### src/rtl/tcfp_pkg.sv
package tcfp_pkg;
   typedef enum logic [1:0] {
      MODE_IGNORE = 2'd0,
      MODE_TRAP   = 2'd1,
      MODE_DEFER  = 2'd2,
      MODE_SPLIT  = 2'd3
   } tcf_mode_e;

   typedef struct packed {
      logic trap;
      logic defer;
   } tcf_action_s;
endpackage

### src/rtl/tcfp_mode_sel.sv
module tcfp_mode_sel #(
   parameter int CTRL_W     = 64,
   parameter int LVL_W      = 2,
   parameter int UNPRIV_LSB = 38,
   parameter int PRIV_LSB   = 40
) (
   input  logic [CTRL_W-1:0]   ctrl_word,
   input  logic [LVL_W-1:0]    level,
   output tcfp_pkg::tcf_mode_e mode
);
   initial begin
      if (UNPRIV_LSB + 2 > CTRL_W || PRIV_LSB + 2 > CTRL_W)
         $error("tcfp_mode_sel: mode field outside control word");
   end

   always_comb begin
      if (level == '0) mode = tcfp_pkg::tcf_mode_e'(ctrl_word[UNPRIV_LSB +: 2]);
      else             mode = tcfp_pkg::tcf_mode_e'(ctrl_word[PRIV_LSB +: 2]);
   end
endmodule

### src/rtl/tcfp_decide.sv
module tcfp_decide (
   input  logic                  strobe,
   input  logic                  is_store,
   input  tcfp_pkg::tcf_mode_e   mode,
   output tcfp_pkg::tcf_action_s act
);
   always_comb begin
      act = '0;
      if (strobe) begin
         unique case (mode)
            tcfp_pkg::MODE_IGNORE: act = '0;
            tcfp_pkg::MODE_TRAP:   act.trap = 1'b1;
            tcfp_pkg::MODE_DEFER:  act.defer = 1'b1;
            tcfp_pkg::MODE_SPLIT: begin
               act.defer = is_store;
               act.trap  = ~is_store;
            end
            default: act = '0;
         endcase
      end
   end
endmodule

### src/rtl/tcfp_status_bank.sv
module tcfp_status_bank #(
   parameter int LEVELS = 4,
   parameter int FLAG_W = 2,
   localparam int LVL_W = (LEVELS > 1) ? $clog2(LEVELS) : 1
) (
   input  logic              clk,
   input  logic              rst_n,
   input  logic              set_en,
   input  logic [LVL_W-1:0]  set_level,
   input  logic              set_hi,
   input  logic              clr_en,
   input  logic [LVL_W-1:0]  clr_level,
   input  logic [FLAG_W-1:0] clr_mask,
   input  logic [LVL_W-1:0]  rd_level,
   output logic [FLAG_W-1:0] rd_data
);
   logic [FLAG_W-1:0] flags [LEVELS];
   logic [FLAG_W-1:0] set_bits;

   always_comb begin
      set_bits = '0;
      set_bits[set_hi ? 1 : 0] = 1'b1;
   end

   for (genvar g = 0; g < LEVELS; g++) begin : g_lvl
      logic [FLAG_W-1:0] clr_here, set_here;
      always_comb begin
         clr_here = (clr_en && clr_level == LVL_W'(g)) ? clr_mask : '0;
         set_here = (set_en && set_level == LVL_W'(g)) ? set_bits : '0;
      end
      always_ff @(posedge clk or negedge rst_n) begin
         if (!rst_n) flags[g] <= '0;
         else        flags[g] <= (flags[g] & ~clr_here) | set_here;
      end
   end

   always_comb begin
      rd_data = '0;
      for (int k = 0; k < LEVELS; k++)
         if (rd_level == LVL_W'(k)) rd_data = flags[k];
   end
endmodule

### src/rtl/tcfp_abort_reg.sv
module tcfp_abort_reg #(
   parameter int ADDR_W = 64,
   parameter int FSC_W  = 6,
   parameter logic [FSC_W-1:0] FSC_VAL = 6'h11
) (
   input  logic              clk,
   input  logic              rst_n,
   input  logic              fire,
   input  logic              is_store,
   input  logic [ADDR_W-1:0] addr,
   output logic              abort_valid,
   output logic [FSC_W-1:0]  abort_fsc,
   output logic              abort_wnr,
   output logic [ADDR_W-1:0] abort_addr
);
   always_ff @(posedge clk or negedge rst_n) begin
      if (!rst_n) begin
         abort_valid <= 1'b0;
         abort_fsc   <= '0;
         abort_wnr   <= 1'b0;
         abort_addr  <= '0;
      end else begin
         abort_valid <= fire;
         if (fire) begin
            abort_fsc  <= FSC_VAL;
            abort_wnr  <= is_store;
            abort_addr <= addr;
         end
      end
   end
endmodule

### src/rtl/tcfp_unit.sv
module tcfp_unit #(
   parameter int ADDR_W     = 64,
   parameter int CTRL_W     = 64,
   parameter int LEVELS     = 4,
   parameter int SEL_BIT    = 55,
   parameter int UNPRIV_LSB = 38,
   parameter int PRIV_LSB   = 40,
   parameter int FSC_W      = 6,
   parameter logic [FSC_W-1:0] FSC_VAL = 6'h11,
   localparam int LVL_W  = (LEVELS > 1) ? $clog2(LEVELS) : 1,
   localparam int FLAG_W = 2
) (
   input  logic              clk,
   input  logic              rst_n,
   input  logic              fail_valid,
   input  logic [ADDR_W-1:0] fail_addr,
   input  logic              fail_is_store,
   input  logic [LVL_W-1:0]  fail_level,
   input  logic              two_ranges,
   input  logic [CTRL_W-1:0] ctrl_word,
   input  logic              reg_wr,
   input  logic [LVL_W-1:0]  reg_sel,
   input  logic [FLAG_W-1:0] reg_wdata,
   output logic [FLAG_W-1:0] reg_rdata,
   output logic              abort_valid,
   output logic [FSC_W-1:0]  abort_fsc,
   output logic              abort_wnr,
   output logic [ADDR_W-1:0] abort_addr
);
   initial begin
      if (SEL_BIT >= ADDR_W) $error("tcfp_unit: SEL_BIT beyond address");
      if (LEVELS < 2)        $error("tcfp_unit: need at least two levels");
   end

   tcfp_pkg::tcf_mode_e   mode;
   tcfp_pkg::tcf_action_s act;

   tcfp_mode_sel #(.CTRL_W(CTRL_W), .LVL_W(LVL_W),
                   .UNPRIV_LSB(UNPRIV_LSB), .PRIV_LSB(PRIV_LSB)) u_mode (
      .ctrl_word(ctrl_word), .level(fail_level), .mode(mode));

   tcfp_decide u_dec (
      .strobe(fail_valid), .is_store(fail_is_store), .mode(mode), .act(act));

   tcfp_status_bank #(.LEVELS(LEVELS), .FLAG_W(FLAG_W)) u_bank (
      .clk(clk), .rst_n(rst_n),
      .set_en(act.defer), .set_level(fail_level),
      .set_hi(two_ranges & fail_addr[SEL_BIT]),
      .clr_en(reg_wr), .clr_level(reg_sel), .clr_mask(reg_wdata),
      .rd_level(reg_sel), .rd_data(reg_rdata));

   tcfp_abort_reg #(.ADDR_W(ADDR_W), .FSC_W(FSC_W), .FSC_VAL(FSC_VAL)) u_abort (
      .clk(clk), .rst_n(rst_n), .fire(act.trap), .is_store(fail_is_store),
      .addr(fail_addr), .abort_valid(abort_valid), .abort_fsc(abort_fsc),
      .abort_wnr(abort_wnr), .abort_addr(abort_addr));
endmodule

### config.mk
export PLATFORM = sky130hd
export DESIGN_NAME = tcfp_unit
export DESIGN_NICKNAME = d
export VERILOG_FILES = /design/src/rtl/tcfp_pkg.sv /design/src/rtl/tcfp_mode_sel.sv /design/src/rtl/tcfp_decide.sv /design/src/rtl/tcfp_status_bank.sv /design/src/rtl/tcfp_abort_reg.sv /design/src/rtl/tcfp_unit.sv
export SDC_FILE = /design/constraint.sdc
export NUM_CORES = 1
export LEC_CHECK = 0
export BUFFER_PORTS_ARGS = -buffer_cell sky130_fd_sc_hd__buf_2
export CORE_ASPECT_RATIO = 1.75
export CORE_MARGIN = 1.5
export CORE_UTILIZATION = 33
export CTS_CLUSTER_DIAMETER = 60
export DETAILED_ROUTE_END_ITERATION = 8
export PLACE_DENSITY = 0.69
export SYNTH_ARGS = -nofsm -noshare
export SYNTH_HDL_FRONTEND = slang
export SYNTH_SLANG_ARGS = --single-unit
### constraint.sdc
create_clock -name clk -period 1.7 [get_ports clk]
set_input_delay 0.34 -clock clk [delete_from_list [all_inputs] [get_ports clk]]
set_output_delay 0.34 -clock clk [all_outputs]
set_load 0.02 [all_outputs]
==> reports/metrics.csv <==
stage,metric,value,unit
final_layout,Antenna diodes,0,
clock_network,clock latency on the worst-skew pair,320,ps
setup_path,crit path kind,reg -> out,
yosys,most frequent cell after synthesis,dfrtp_1,
min_path,Hold WC Path Type,in -> async,
setup_path,capturing point of the worst reg2reg path,u_bank.flags[1],
routing,vias per cell,4.53,
yosys,YS warnings,0,
yosys,largest cells by area after synthesis,"dfrtp_1, mux2_2, mux2_4, mux2_1, o21ai_0",
clock_network,total CTS buffers,9,
final_layout,ratio of cells with drive above 1 in the final layout,0.655,
grt,Total GRT Usage,0.138,
floorplan,die area,9950,µm²
pwr,total power,5.76,mW
sta,Tmin final,1670,ps
setup_path,Crit path required time,1360,ps
yosys,Cells after Synth,194,
yosys,Commonest cells post-synth,"dfrtp_1, mux2_2, mux2_4, o21ai_0, buf_4",
sta,fmax,597,MHz
setup_path,Critical path origin,u_bank.flags[6],
placement,Placer Congestion,0.799,
pwr,PD cells,1340,nW/µm²
floorplan,num rows,46,
sta,RSZ-0062 raised after global routing,yes,
sta,Setup Skew,0,ps
yosys,sequential cell area fraction in the yosys report,0.609,
final_layout,# fillers,871,
yosys,leading register cell type out of synthesis,dfrtp_1,
setup_path,register-to-register setup slack,880,ps
yosys,"FFs w/ async S/R, synth",1.00,
clock_network,Max Buffers Root-to-Sink,2,
setup_path,R2R depth,3,
grt,vias in the first global route,2186,
floorplan,die height,131,µm
sta,final slew viol count,0,
clock_network,Sink Count,75,
floorplan,Die Wd,76.1,µm
routing,first drt pass iteration count,4,
placement,port buffer count,149,
grt,largest net degree at the start of global routing,76,
setup_path,crit path max fanout,2,
yosys,Syn Std Cell Area,3080,µm²
final_layout,Layout Nets,494,
setup_path,Crit Reg-Reg Startpoint,u_bank.flags[1],
yosys,Post-synth EDFFs,0,
setup_path,CP startpoint kind,flop,
grt,global-route wire length before repair,10.6,mm
clock_network,clk slew on worst S/H paths,60,ps
clock_network,H-tree depth,3,
routing,ANT nets after route,0,
routing,Post-Route WL,6.83,mm
sta,final setup fails,0,
clock_network,CTS tree,yes,
routing,WL per Instance,14.2,µm
yosys,post-synthesis cell type count,25,
floorplan,Initial Utilization,0.339,
grt,initial antenna violation count,0,
grt,Overflow after GRT,0,
floorplan,core outline area,9090,µm²
setup_path,critical path arrival,1330,ps
sta,Sum Neg Setup Slack,0,ps
pwr,Leak,2.11,nW
outcome,status,"complete, no violations",
setup_path,CP endpoint,reg_rdata[0],
flow_run,max cap viols,0,
floorplan,Top Ports,214,
setup_path,crit path capture type,output pin,
routing,post-route DRC violation count,0,
yosys,top-area cell type share of the netlist area,0.609,
routing,DRT iter0 DRCs,49,
yosys,mean cell area of the mapped netlist,15.9,µm²
clock_network,CTS root buffer,clkbuf_16,
routing,Via Count,2169,
pwr,VDD IR-drop max,0.632,mV
yosys,flop and latch count out of synthesis,75,
placement,Post-DP HPWL,5.23,mm
final_layout,Synth-to-Final Area Change,39.1,%
sta,Fin. Hold Viols,0,
sta,crit share post-route,0.985,
yosys,Synth area leader,dfrtp_1,
[placed cells by master, fill, tap and decap left out, types with 3 or more instances in the layout]
master / netlist / layout
buf_12: 3 / 4
buf_2: 0 / 146
buf_4: 9 / 7
clkbuf_16: 0 / 9
clkinv_2: 0 / 3
conb_1: 1 / 4
dfrtp_1: 75 / 75
mux2_1: 7 / 7
mux2_2: 37 / 37
mux2_4: 20 / 20
nand2_1: 6 / 6
o21ai_0: 15 / 15
[stage by stage]
step	util	cell area, µm²	hold slack [ps]	setup WS [ps]	std cells
floorplan	-	3100	44.4	-7.00	197
global placement	0.437	3970	384	-172	462
detailed placement	0.437	3970	391	-184	462
CTS	0.469	4270	36.2	7.14	478
global route	0.471	4290	57.6	-12.7	479
finish	0.471	4290	15.8	26.1	479
[layer usage]
layer / GRT usage / up-vias / share of wire
met5: 0 / - / 0
met4: 0.0752 / 0 / 0.021
met3: 0.0354 / 8 / 0.057
met2: 0.246 / 99 / 0.54
met1: 0.152 / 1061 / 0.38
li1: - / 1001 / -
[power breakdown]
group | internal, mW | total, mW | switching (mW)
clock | 1.17 | 1.85 | 0.678
sequential | 2.17 | 2.35 | 0.184
combinational | 0.713 | 1.57 | 0.854
total | 4.05 | 5.76 | 1.72
[flip-flops by register name (all words and copies together) (netlist names)]
signal	cells
u_abort.abort_valid	1
u_abort.abort_addr	64
u_bank.flags	8
u_abort.abort_wnr	1
u_abort.abort_fsc	1
[repair_timing]
item | CTS | global route
hold buffers | 0 | 0
resized for setup | 0 | 4
setup buffers | 0 | 1
setup endpoints to repair | 0 | 2
[worst min path at each step]
stage	from	endpoint	cells after the start
floorplan	rst_n	u_abort.abort_addr[0]	0
global route	rst_n	u_bank.flags[2]	2
detailed placement	rst_n	u_abort.abort_addr[45]	2
finish	rst_n	u_bank.flags[2]	2
global placement	rst_n	u_abort.abort_addr[45]	2
CTS	rst_n	u_abort.abort_addr[45]	2
[final cells by class]
class                           instances  area, µm²  area share
Clock inverter                          5       52.6      0.0123
Clock buffer                           11        243      0.0566
Inverter                                1       3.75    0.000876
Multi-Input combinational cell        108       1070       0.251
Tap cell                              120        150      0.0350
Timing Repair Buffer                  159        886       0.207
Sequential cell                        75       1880       0.438
[cells by family (layout without fill, tap and decap cells)]
logic type | count (synthesis) | after routing | synth area share
flops | 75 | 75 | 0.609
mux | 66 | 66 | 0.273
compound gates | 21 | 21 | 0.0398
simple gates | 17 | 17 | 0.0296
buf+inv | 14 | 176 | 0.0475
other cells | 1 | 4 | 0.00122
[worst max-delay path, cell delays in order (launching register included)]
cell     delay [ps]
dfrtp_1         390
mux4_2          470
buf_6           150
Note: power is estimated with default switching activity, not from simulation.
